--- src/rtl/msgobj_pkg.sv ---
package msgobj_pkg;
  localparam int NFLAG = 8;
  localparam int PAIRS = 4;

  // flag slots, low pair of control byte 0 first
  localparam int F_IPND = 0;
  localparam int F_RXIE = 1;
  localparam int F_TXIE = 2;
  localparam int F_MVAL = 3;
  localparam int F_NDAT = 4;
  localparam int F_LOST = 5;
  localparam int F_TXRQ = 6;
  localparam int F_RMTP = 7;

  localparam logic [1:0] PC_CLR = 2'b01;
  localparam logic [1:0] PC_SET = 2'b10;

  localparam logic [1:0] REG_CTL0 = 2'd0;
  localparam logic [1:0] REG_CTL1 = 2'd1;
  localparam logic [1:0] REG_CFG  = 2'd2;

  function automatic logic [7:0] pair_encode(input logic [3:0] f);
    logic [7:0] r;
    for (int k = 0; k < PAIRS; k++) r[2*k +: 2] = f[k] ? PC_SET : PC_CLR;
    return r;
  endfunction
endpackage

--- src/rtl/pairflag_cell.sv ---
module pairflag_cell
  import msgobj_pkg::*;
#(
  parameter logic RST_VAL = 1'b0
) (
  input  logic       clk,
  input  logic       rst_n,
  input  logic       cpu_hit,
  input  logic [1:0] code,
  input  logic       hw_set,
  input  logic       hw_clr,
  output logic       q
);
  always_ff @(posedge clk) begin
    if (!rst_n)                        q <= RST_VAL;
    else if (cpu_hit && code == PC_SET) q <= 1'b1;
    else if (cpu_hit && code == PC_CLR) q <= 1'b0;
    else if (hw_set)                   q <= 1'b1;
    else if (hw_clr)                   q <= 1'b0;
  end
endmodule

--- src/rtl/msgobj_evt.sv ---
module msgobj_evt
  import msgobj_pkg::*;
(
  input  logic [NFLAG-1:0] flags,
  input  logic             dir_tx,
  input  logic             ev_rx,
  input  logic             ev_tx_done,
  input  logic             ev_remote,
  output logic [NFLAG-1:0] hw_set,
  output logic [NFLAG-1:0] hw_clr
);
  logic live;
  assign live = flags[F_MVAL];

  always_comb begin
    hw_set = '0;
    hw_clr = '0;
    hw_set[F_NDAT] = live & ev_rx;
    hw_set[F_LOST] = live & ev_rx & flags[F_NDAT] & ~dir_tx;
    hw_set[F_RMTP] = live & ev_remote;
    hw_set[F_IPND] = live & (((ev_rx | ev_remote) & flags[F_RXIE]) |
                             (ev_tx_done & flags[F_TXIE]));
    hw_clr[F_TXRQ] = live & ev_tx_done;
  end
endmodule

--- src/rtl/msgobj_ctrl.sv ---
module msgobj_ctrl
  import msgobj_pkg::*;
#(
  parameter int ADDR_W = 2,
  parameter int DLC_W  = 4
) (
  input  logic              clk,
  input  logic              rst_n,
  input  logic              cpu_we,
  input  logic [ADDR_W-1:0] cpu_addr,
  input  logic [7:0]        cpu_wdata,
  output logic [7:0]        cpu_rdata,
  input  logic              ev_rx,
  input  logic              ev_tx_done,
  input  logic              ev_remote,
  output logic              irq,
  output logic              tx_go
);
  localparam int CFG_LO = 8 - DLC_W;

  logic [NFLAG-1:0] flags, hw_set, hw_clr;
  logic [DLC_W-1:0] cfg_dlc;
  logic             cfg_dir, cfg_xtd;
  logic             wr0, wr1;

  assign wr0 = cpu_we && cpu_addr == ADDR_W'(REG_CTL0);
  assign wr1 = cpu_we && cpu_addr == ADDR_W'(REG_CTL1);

  msgobj_evt u_evt (
    .flags(flags), .dir_tx(cfg_dir), .ev_rx(ev_rx), .ev_tx_done(ev_tx_done),
    .ev_remote(ev_remote), .hw_set(hw_set), .hw_clr(hw_clr)
  );

  for (genvar i = 0; i < NFLAG; i++) begin : g_flag
    pairflag_cell #(.RST_VAL(1'b0)) u_cell (
      .clk(clk), .rst_n(rst_n),
      .cpu_hit(cpu_we && cpu_addr == ADDR_W'(i / PAIRS)),
      .code(cpu_wdata[2*(i % PAIRS) +: 2]),
      .hw_set(hw_set[i]), .hw_clr(hw_clr[i]), .q(flags[i])
    );
  end

  always_ff @(posedge clk) begin
    if (!rst_n) begin
      cfg_dlc <= '0;
      cfg_dir <= 1'b0;
      cfg_xtd <= 1'b0;
    end else if (cpu_we && cpu_addr == ADDR_W'(REG_CFG)) begin
      cfg_dlc <= cpu_wdata[7:CFG_LO];
      cfg_dir <= cpu_wdata[3];
      cfg_xtd <= cpu_wdata[2];
    end
  end

  always_comb begin
    case (cpu_addr)
      ADDR_W'(REG_CTL0): cpu_rdata = pair_encode(flags[3:0]);
      ADDR_W'(REG_CTL1): cpu_rdata = pair_encode(flags[7:4]);
      ADDR_W'(REG_CFG):  cpu_rdata = {cfg_dlc, cfg_dir, cfg_xtd, 2'b00};
      default:           cpu_rdata = 8'h00;
    endcase
  end

  assign irq   = flags[F_IPND];
  assign tx_go = flags[F_MVAL] & cfg_dir & flags[F_TXRQ] & ~flags[F_LOST];

  AST_KEEP_CODE: assert property (@(posedge clk) disable iff (!rst_n)
    wr0 && cpu_wdata == 8'hFF && !ev_rx && !ev_tx_done && !ev_remote |=> $stable(flags[3:0]));
  AST_RX_NEWDAT: assert property (@(posedge clk) disable iff (!rst_n)
    ev_rx && flags[F_MVAL] && !wr1 |=> flags[F_NDAT]);
  AST_OVERRUN_LOST: assert property (@(posedge clk) disable iff (!rst_n)
    ev_rx && flags[F_MVAL] && flags[F_NDAT] && !cfg_dir && !wr1 |=> flags[F_LOST]);
  AST_TXDONE_CLEARS: assert property (@(posedge clk) disable iff (!rst_n)
    ev_tx_done && flags[F_MVAL] && !wr1 |=> !flags[F_TXRQ]);
  AST_INVALID_IDLE: assert property (@(posedge clk) disable iff (!rst_n)
    !flags[F_MVAL] && !cpu_we |=> $stable(flags));
  AST_CPU_WINS: assert property (@(posedge clk) disable iff (!rst_n)
    wr1 && cpu_wdata[1:0] == PC_CLR |=> !flags[F_NDAT]);
endmodule

--- config.mk ---
export PLATFORM = sky130hd
export DESIGN_NAME = msgobj_ctrl
export DESIGN_NICKNAME = d
export VERILOG_FILES = /design/src/rtl/msgobj_pkg.sv /design/src/rtl/pairflag_cell.sv /design/src/rtl/msgobj_evt.sv /design/src/rtl/msgobj_ctrl.sv
export SDC_FILE = /design/constraint.sdc
export NUM_CORES = 1
export LEC_CHECK = 0
export ABC_AREA = 1
export BUFFER_PORTS_ARGS = -buffer_cell sky130_fd_sc_hd__clkbuf_2
export CORE_MARGIN = 10
export CORE_UTILIZATION = 45
export CTS_BUF_LIST = sky130_fd_sc_hd__clkbuf_4
export DETAILED_ROUTE_END_ITERATION = 8
export PLACE_DENSITY = 0.7
export SLEW_MARGIN = 25
export SYNTH_ARGS = -nofsm -noshare
export SYNTH_HDL_FRONTEND = slang
export SYNTH_HIERARCHICAL = 1
export SYNTH_SLANG_ARGS = --single-unit
--- constraint.sdc ---
create_clock -name clk -period 2.4 [get_ports clk]
set_clock_uncertainty 0.05 [all_clocks]
set_input_delay 0.12 -clock clk [delete_from_list [all_inputs] [get_ports clk]]
set_output_delay 0.12 -clock clk [all_outputs]
set_load 0.005 [all_outputs]
==> impl_metrics.py, run 1 <==
metrics = {
    "yosys": {
        "synth_edf_count": 0,
        "yosysTopAreaCellShare": 0.257,
        "synth_top_cell_by_area": "dfxtp_1",
        "synthFlopType": "dfxtp_1",
        "ys_warn_count": 6,
        "async_reset_ff_frac": 0,
        "postSynthCellCount": 204,
        "ys_types": 14,
        "synth.avg_cell_area_um2": 5.35,
        "yosys-top-cells-count": "nand2_1, inv_1, nor2_1",
        "ys_ff_latch": 14,
        "syn_area_mm2": 0.00109,
        "synth_most_common_cell": "nand2_1",
        "ys_seq_area_frac": 0.257,
        "netlist_top_cells_area": "dfxtp_1, nand2_1, inv_1",
    },
    "layout": {
        "diodes": 0,
        "layout-drive-gt1-share": 0.143,
        "final_nets": 248,
        "synthToLayoutAreaGrowth_pct": 11.6,
        "post-route-util": 0.541,
    },
    "setup_path": {
        "path_common_cell": "nor2_1",
        "crit_buf_inv": 2,
        "arrival_ns": 1.62,
        "critPathTopFamily": "simple AND/OR/NAND/NOR gates",
        "crit_type": "in2reg",
        "slowest_stage": "nor2_1",
        "worstPathCellList": "clkbuf_2 -> nor2_1 -> inv_1 -> nor2_1 -> nand2_1 -> nor2_1 -> nor2_1 -> nor2_1",
        "crit_path_max_fanout": 8,
        "max_stage_delay_ns": 0.51,
        "cp.required_ns": 2.57,
        "endpoint_kind": "flip-flop",
        "worst_setup_path_start_kind": "input port",
    },
    "clocking": {
        "htree_levels": 1,
        "postCtsSetupBuffers": 0,
        "cts_tree": "yes",
        "postCtsHoldBufs": 0,
        "clkTransAtPathRegs_ns": 0.08,
        "insertion_delay_ns": 0.28,
        "cts_sinks": 14,
        "clockBufferDepth": 2,
        "cts_root_buf": "clkbuf_4",
        "numCtsBuffers": 3,
        "ctsResizeCount": 0,
    },
    "timing": {
        "slew_headroom": 0.573,
        "worst_pin_slew_ns": 0.639,
        "finalHoldViolations": 0,
        "fmax_mhz": 691,
        "tns_ns": 0,
        "rsz0062_at_grt": "false",
        "setup_viol": 0,
        "finalCritPeriodShare": 0.603,
        "fin_crit_ns": 1.45,
        "layout_setup_ws_ns": 0.954,
        "finalMaxSlewViolations": 0,
    },
    "detailed_routing": {
        "wl_per_cell_um": 9.60,
        "first_pass_iters": 5,
        "dr_total_vias": 1083,
        "avgViaCountPerCell": 4.20,
        "post-route-drc-count": 0,
        "ant_nets": 0,
        "drt_wl_total_mm": 2.48,
        "drt_iter0_markers": 85,
    },
    "floorplanning": {
        "die_h_um": 69.3,
        "coreArea_mm2": 0.00225,
        "ioPinCount": 26,
        "initial_core_util": 0.484,
        "dieArea_mm2": 0.00480,
        "num_rows": 17,
        "die_x_um": 69.3,
    },
    "placed_design": {
        "place_congestion": 0.812,
        "post-dp-hpwl_mm": 1.95,
        "pre_cts_ws_ns": 0.736,
        "portBuffers": 25,
    },
    "power": {
        "power_density_mw_per_mm2": 417,
        "ir_worst_vdd_v": 0.000279,
        "power.leakage_nw": 0.711,
    },
    "global_route": {
        "grtUsageTotal": 0.103,
        "overflow": 0,
        "grt_pass1_vias": 943,
        "grt_max_degree": 15,
        "grt_pass1_wl_mm": 4.22,
        "antenna_found_initial": 0,
    },
    "run_status": {
        "run_status": "finished, final reports clean",
    },
    "worst_hold_path": {
        "min_path_type": "in2reg",
    },
    "flow_run": {
        "drv_cap": 0,
    },
}
path summary, 6_finish.rpt:
path                   endpoint  cells after the start  slack (ns)          startpoint
min reg2reg          cfg_dlc[2]                      4        0.47          cfg_dlc[2]
max reg2reg  g_flag[0].u_cell/q                      8        1.28  g_flag[3].u_cell/q
max          g_flag[3].u_cell/q                      8        0.95         cpu_addr[0]
min                  cfg_dlc[1]                      3        0.05        cpu_wdata[5]
flip-flops by register name, indices dropped and copies added (netlist names):
| name | cells |
|---|---|
| cfg_dir | 1 |
| g_flag.u_cell/q | 8 |
| cfg_xtd | 1 |
| cfg_dlc | 4 |
kinds of logic after synthesis:
family / after synthesis / share of synthesized area
and+or+nand+nor: 122 / 0.442
AOI/OAI and AO/OA: 7 / 0.0470
other: 1 / 0.00343
buffers and inverters: 60 / 0.251
DFF: 14 / 0.257
metal layers:
layer / vias to the layer above / GRT usage / routed length (um) / share of wire
met5: - / 0 / 0 / 0
met4: 0 / 0.0466 / 46 / 0.019
met3: 5 / 0.0271 / 167 / 0.067
met2: 32 / 0.152 / 1070 / 0.43
met1: 424 / 0.133 / 1190 / 0.48
li1: 622 / - / - / -
cell usage in the layout (no fill, tap or decap):
cell type and instances:
nand2_1 67, inv_1 47, nor2_1 42, clkbuf_2 25, dfxtp_1 14, conb_1 11, nand3_1 9, o211ai_1 6
clkbuf_4 3, nand2_2 2, o22ai_1 1, nand3_2 1, inv_2 1, nor2_2 1
cell type report:
type                       instances  area [um2]
clock buffer                       3        22.5
fill                             273        1040
inverter                          48         180
multi-input combinational        140         576
sequential                        14         280
tap                               28        35.0
timing repair buffer              25         125
through the flow:
stage / cells / instance area (um2) / hold slack, ns / power [mW]
6_report: 258 / 1220 / 0.0476 / 0.508
4_1_cts: 258 / 1220 / 0.0454 / 0.511
3_5_place_dp: 255 / 1200 / 0.341 / 0.380
5_1_grt: 258 / 1220 / 0.0518 / 0.547
3_3_place_gp: 255 / 1200 / 0.336 / 0.379
2_1_floorplan: 214 / 1130 / 0.190 / 0.345
power breakdown:
part           total [mW]  internal [mW]  leakage (nW)  switching (mW)
registers           0.258          0.246         0.115          0.0127
logic               0.115         0.0455         0.582          0.0699
clock network       0.134         0.0583        0.0138          0.0755
worst register-to-register path: stages, from the launching register on:
cell and delay [ns]:
dfxtp_1 0.50, nand2_1 0.13, nand2_1 0.09, nand2_1 0.05
nand2_1 0.05, inv_1 0.03, nand2_1 0.05, nor2_1 0.04
nor2_1 0.07
(Power assumes the default switching activity.)
==> run 2: changes to the inputs <==
- ABC_AREA: 1 -> 0
- PLACE_DENSITY: 0.7 -> 0.73
- clock period: 2.4 -> 1.3 ns (I/O delays scaled with it)
==> run 2 against run 1 <==
  * Routed wire length grew 4.4%
  * Power grew 98%
  * Worst setup slack lost 0.90 ns
  * Largest cell class unchanged
  * Sequential share of layout area shrank 0.39 points
==> impl_metrics.py, run 2 <==
metrics = {
    "timing": {
        "fin_crit_ns": 1.25,
        "tns_ns": 0,
        "fmax_mhz": 801,
        "finalCritPeriodShare": 0.960,
        "rsz0062_at_grt": "true",
        "setup_viol": 0,
        "finalMaxSlewViolations": 0,
        "finalHoldViolations": 0,
    },
    "setup_path": {
        "crit_start": "g_flag[3].u_cell/q",
        "timing.rr.end": "g_flag[5].u_cell/q",
        "arrival_ns": 1.38,
        "crit_path_max_fanout": 4,
        "worst_setup_path_start_kind": "flip-flop",
        "endpoint_kind": "flip-flop",
        "rrSetupSlack_ns": 0.05,
        "crit_type": "reg2reg",
        "ff2ff_path_depth": 6,
        "cp.required_ns": 1.43,
        "r2r_start": "g_flag[3].u_cell/q",
    },
    "worst_hold_path": {
        "hold_end": "cfg_dlc[3]",
        "hold-path-cell-count": 3,
        "min_path_type": "in2reg",
        "min-delay-start": "cpu_wdata[7]",
    },
    "yosys": {
        "synth_most_common_cell": "nand2_1",
        "synth_compound_area_frac": 0.216,
        "yosysTopAreaCellShare": 0.263,
        "netlist_top_cells_area": "dfxtp_1, mux2i_1, buf_4",
        "synth_fa_ha_area_frac": 0,
        "syn_area_mm2": 0.00107,
        "synth_edf_count": 0,
        "synth_top_family_by_area": "simple AND/OR/NAND/NOR gates",
        "yosys-top-cells-count": "nand2_1, nor2b_1, dfxtp_1",
        "ys_ff_latch": 14,
        "synthSimpleGateAreaFrac": 0.291,
        "async_reset_ff_frac": 0,
        "ys_warn_count": 6,
        "synth.area.mux_share": 0.0938,
        "ys_types": 26,
        "synth.avg_cell_area_um2": 7.91,
        "ys_seq_area_frac": 0.263,
        "synth-xor-area-share": 0,
        "synthFlopType": "dfxtp_1",
        "postSynthCellCount": 135,
        "synth_top_cell_by_area": "dfxtp_1",
    },
    "clocking": {
        "htree_levels": 1,
        "clockBufferDepth": 2,
        "clkTransAtPathRegs_ns": 0.09,
        "numCtsBuffers": 3,
        "cts_sinks": 14,
        "cts_tree": "yes",
        "insertion_delay_ns": 0.29,
        "cts_root_buf": "clkbuf_4",
    },
    "layout": {
        "regMostFlops": "g_flag.u_cell/q",
        "reg_top3": "g_flag.u_cell/q (8), cfg_dlc (4)",
        "largest_reg_flops": 8,
        "final_cell_mix": "clkbuf_2, nand2_1, nor2b_1, dfxtp_1, conb_1",
        "diodes": 0,
        "layout-drive-gt1-share": 0.269,
        "synthToLayoutAreaGrowth_pct": 18.8,
        "final_nets": 184,
        "fill_cells": 213,
        "layout_commonest_cell": "clkbuf_2",
    },
    "floorplanning": {
        "num_rows": 17,
        "initial_core_util": 0.478,
        "die_h_um": 68.7,
        "die_x_um": 68.7,
        "ioPinCount": 26,
        "dieArea_mm2": 0.00472,
        "coreArea_mm2": 0.00223,
    },
    "power": {
        "ir_worst_vdd_v": 0.000447,
        "p_total_mw": 1.01,
        "power.leakage_nw": 0.545,
        "power_density_mw_per_mm2": 793,
    },
    "global_route": {
        "grt_max_degree": 21,
        "grt_pass1_wl_mm": 4.34,
        "overflow": 0,
        "grt.met1_usage": 0.152,
        "antenna_found_initial": 0,
        "met2_usage": 0.177,
        "grtUsageTotal": 0.118,
        "busiest_layer": "met2",
        "grt_pass1_vias": 966,
        "grt_use_met3": 0.0338,
    },
    "placed_design": {
        "portBuffers": 25,
        "place_congestion": 0.776,
        "post-dp-hpwl_mm": 2.05,
    },
    "run_status": {
        "run_status": "finished, final reports clean",
    },
    "flow_run": {
        "drv_cap": 0,
    },
    "detailed_routing": {
        "wl_per_cell_um": 13.3,
        "drt_iter0_markers": 30,
        "post-route-drc-count": 0,
        "avgViaCountPerCell": 4.99,
        "ant_nets": 0,
        "drt_wl_total_mm": 2.59,
        "first_pass_iters": 4,
        "dr_total_vias": 974,
    },
}
run 2: logic make-up after synthesis:
group                  count (synthesis)
buffers and inverters                 23
other                                  1
AO/OA/AOI/OAI                         32
AND/OR/NAND/NOR                       55
multiplexers                          10
flip-flops                            14
run 2: repair_timing:
action | 4_1_cts | 5_1_grt
endpoints found under the setup margin | 2 | 6
pin swaps | 2 | 3
hold buffers | 3 | 0
hold endpoints to repair | 3 | 0
setup buffers | 2 | 0
resized for setup | 3 | 7
run 2: critical path: stages, from the launching register on:
cell     delay [ns]
dfxtp_4        0.37
buf_6          0.12
and2_4         0.15
and3b_1        0.16
inv_2          0.05
a31oi_1        0.07
o21a_1         0.17
run 2: per-layer routing:
metal | part of all wire | vias to the layer above
met2 | 0.46 | 25
met5 | 0 | -
li1 | - | 503
met1 | 0.46 | 441
met4 | 0.017 | 0
met3 | 0.070 | 5
run 2: stage by stage:
stage	instance area [um2]	hold WS (ns)	setup slack [ns]	util	instances
2_1_floorplan	1100	0.133	0.0661	-	145
3_3_place_gp	1170	0.279	0.132	0.526	186
3_5_place_dp	1170	0.290	0.100	0.526	186
4_1_cts	1250	0.0106	0.00334	0.560	195
5_1_grt	1270	0.0192	-0.0125	0.568	195
6_report	1270	0.00916	0.0523	0.568	195
run 2: cell type report:
type | instances | area [um2] | area share
multi-input cells | 108 | 693 | 0.547
flip-flops and latches | 14 | 287 | 0.226
repair buffers | 33 | 196 | 0.155
well taps | 28 | 35.0 | 0.0276
inverters | 8 | 30.0 | 0.0237
clock buffers | 3 | 22.5 | 0.0178
clock inverters | 1 | 3.75 | 0.00296
run 2: worst max path at each step:
| stage | end | cells after the start |
|---|---|---|
| after CTS | cpu_rdata[2] | 3 |
| after floorplan | g_flag[3].u_cell/q | 5 |
| after global routing | cpu_rdata[6] | 3 |
| after global placement | g_flag[5].u_cell/q | 5 |
| final | g_flag[5].u_cell/q | 6 |
| after detailed placement | g_flag[5].u_cell/q | 5 |
run 2: where the power goes:
group / internal (mW) / switching (mW)
clock: 0.112 / 0.149
sequential: 0.457 / 0.0255
combinational: 0.135 / 0.127
total: 0.704 / 0.302
==> run 3: changes to the inputs <==
- PLACE_DENSITY: 0.73 -> 0.72
==> run 3 against run 2 <==
  * Non-clock buffer count increased by 1
  * Count of clock-buffer cells in the layout unchanged
  * Fmax increased by 0.42%
  * Cell count increased by 0.51%
  * Clock power about the same
  * Combinational power increased by 2%
  * Core utilization unchanged
  * Largest cell class unchanged
  * Sequential cell count unchanged
  * Power increased by 0.38%
  * Die area unchanged
  * Via count increased by 1.4%
  * Sequential share of layout area increased by 0.20 points
==> impl_metrics.py, run 3 (same netlist as run 2, synthesis figures left out) <==
metrics = {
    "global_route": {
        "grt_pass1_wl_mm": 4.49,
        "overflow": 0,
        "grt_pass1_vias": 1016,
        "antenna_found_initial": 0,
        "grtUsageTotal": 0.121,
        "grt_max_degree": 21,
    },
    "clocking": {
        "clockBufferDepth": 2,
        "cts_tree": "yes",
        "insertion_delay_ns": 0.28,
        "clkTransAtPathRegs_ns": 0.09,
        "cts_root_buf": "clkbuf_4",
        "cts_sinks": 14,
        "numCtsBuffers": 3,
        "htree_levels": 1,
    },
    "placed_design": {
        "portBuffers": 25,
        "place_congestion": 0.782,
        "post-dp-hpwl_mm": 2.06,
    },
    "detailed_routing": {
        "wl_met2_mm": 1.18,
        "top_layer_used": "met4",
        "dr_total_vias": 988,
        "wl_met3_um": 229,
        "drt_iter0_markers": 43,
        "drt_wl_total_mm": 2.66,
        "avgViaCountPerCell": 5.04,
        "wl_met1_mm": 1.22,
        "post-route-drc-count": 0,
        "ant_nets": 0,
        "first_pass_iters": 4,
        "wl_per_cell_um": 13.6,
    },
    "floorplanning": {
        "die_x_um": 68.7,
        "dieArea_mm2": 0.00472,
        "num_rows": 17,
        "coreArea_mm2": 0.00223,
        "initial_core_util": 0.478,
        "ioPinCount": 26,
        "die_h_um": 68.7,
    },
    "layout": {
        "diodes": 0,
        "synthToLayoutAreaGrowth_pct": 18.8,
        "final_cell_mix": "clkbuf_2, nand2_1, nor2b_1, dfxtp_1, conb_1",
        "final_nets": 185,
        "regMostFlops": "g_flag.u_cell/q",
        "reg_top3": "g_flag.u_cell/q (8), cfg_dlc (4)",
        "layout-drive-gt1-share": 0.274,
        "layout_commonest_cell": "clkbuf_2",
        "post-route-util": 0.568,
        "largest_reg_flops": 8,
    },
    "power": {
        "ir_worst_vdd_v": 0.000523,
        "p_sw_uw": 305,
        "p_sw_frac": 0.302,
        "p_comb_frac": 0.267,
        "power.leakage_nw": 0.550,
        "p_total_mw": 1.01,
        "p_clk_frac": 0.258,
        "p_int_uw": 704,
        "power_density_mw_per_mm2": 796,
        "pwr-share-seq": 0.475,
    },
    "worst_hold_path": {
        "hold-path-cell-count": 3,
        "min_path_type": "in2reg",
        "min-delay-start": "cpu_wdata[7]",
        "hold_end": "cfg_dlc[3]",
    },
    "setup_path": {
        "arrival_ns": 1.38,
        "crit_type": "reg2reg",
        "r2r_start": "g_flag[3].u_cell/q",
        "crit_path_max_fanout": 5,
        "ff2ff_path_depth": 6,
        "rrSetupSlack_ns": 0.06,
        "timing.rr.end": "g_flag[5].u_cell/q",
        "endpoint_kind": "flip-flop",
        "cp.required_ns": 1.44,
        "worst_setup_path_start_kind": "flip-flop",
    },
    "run_status": {
        "run_status": "finished, final reports clean",
    },
    "timing": {
        "fin_crit_ns": 1.24,
        "rsz0062_at_grt": "true",
        "setup_viol": 0,
        "tns_ns": 0,
        "finalHoldViolations": 0,
        "finalCritPeriodShare": 0.956,
        "fmax_mhz": 805,
        "finalMaxSlewViolations": 0,
    },
    "flow_run": {
        "drv_cap": 0,
    },
}
## run 3: per-stage QoR
step / std cells / worst slack [ns] / cell area (um2) / hold WS [ns]
CTS: 195 / 0.00198 / 1260 / 0.00396
global placement: 186 / 0.128 / 1170 / 0.281
finish: 196 / 0.0575 / 1270 / 0.0134
floorplan: 145 / 0.0661 / 1100 / 0.133
global route: 196 / -0.0149 / 1270 / 0.0214
detailed placement: 186 / 0.0960 / 1170 / 0.299
## run 3: layer usage
metal  vias up  global-route usage
met5         -                   0
met3         4              0.0370
li1        507                   -
met2        30               0.198
met1       447               0.145
met4         0              0.0443
## run 3: how the worst max path moves through the flow
stage | endpoint | depth (start not counted) | slack, ns | startpoint
floorplan | g_flag[3].u_cell/q | 5 | 0.07 | cpu_addr[0]
global placement | g_flag[5].u_cell/q | 5 | 0.13 | g_flag[3].u_cell/q
detailed placement | g_flag[5].u_cell/q | 5 | 0.1 | g_flag[3].u_cell/q
CTS | cpu_rdata[4] | 3 | 0.002 | g_flag[2].u_cell/q
global route | cpu_rdata[6] | 3 | -0.01 | g_flag[3].u_cell/q
finish | g_flag[5].u_cell/q | 6 | 0.06 | g_flag[3].u_cell/q
## run 3: power groups by stage
stage	Clock, mW	Combinational [mW]	Sequential (mW)
global placement	0	0.228	0.493
CTS	0.275	0.264	0.480
finish	0.260	0.269	0.480
global route	0.289	0.299	0.484
floorplan	0	0.178	0.483
detailed placement	0	0.240	0.493
## run 3: final cells by class
cell class              count  area [um2]
multi-input cells         108         689
flip-flops and latches     14         289
clock inverters             1        3.75
clock buffers               3        22.5
fillers                   207         966
repair buffers             34         198
well taps                  28        35.0
inverters                   8        30.0
## run 3: worst max-delay path: stages, from the launching register on
cell and delay, ns:
dfxtp_4 0.36, buf_4 0.15, and2_4 0.15, and3b_1 0.16, inv_2 0.05, a21oi_1 0.05
o21a_1 0.17
## run 3: timing repair
action / CTS / global route
setup endpoints to repair: 4 / 7
setup buffers: 3 / 1
hold buffers: 2 / 0
gates resized for setup: 5 / 5
pin swaps: 1 / 5
hold endpoints to repair: 2 / 0
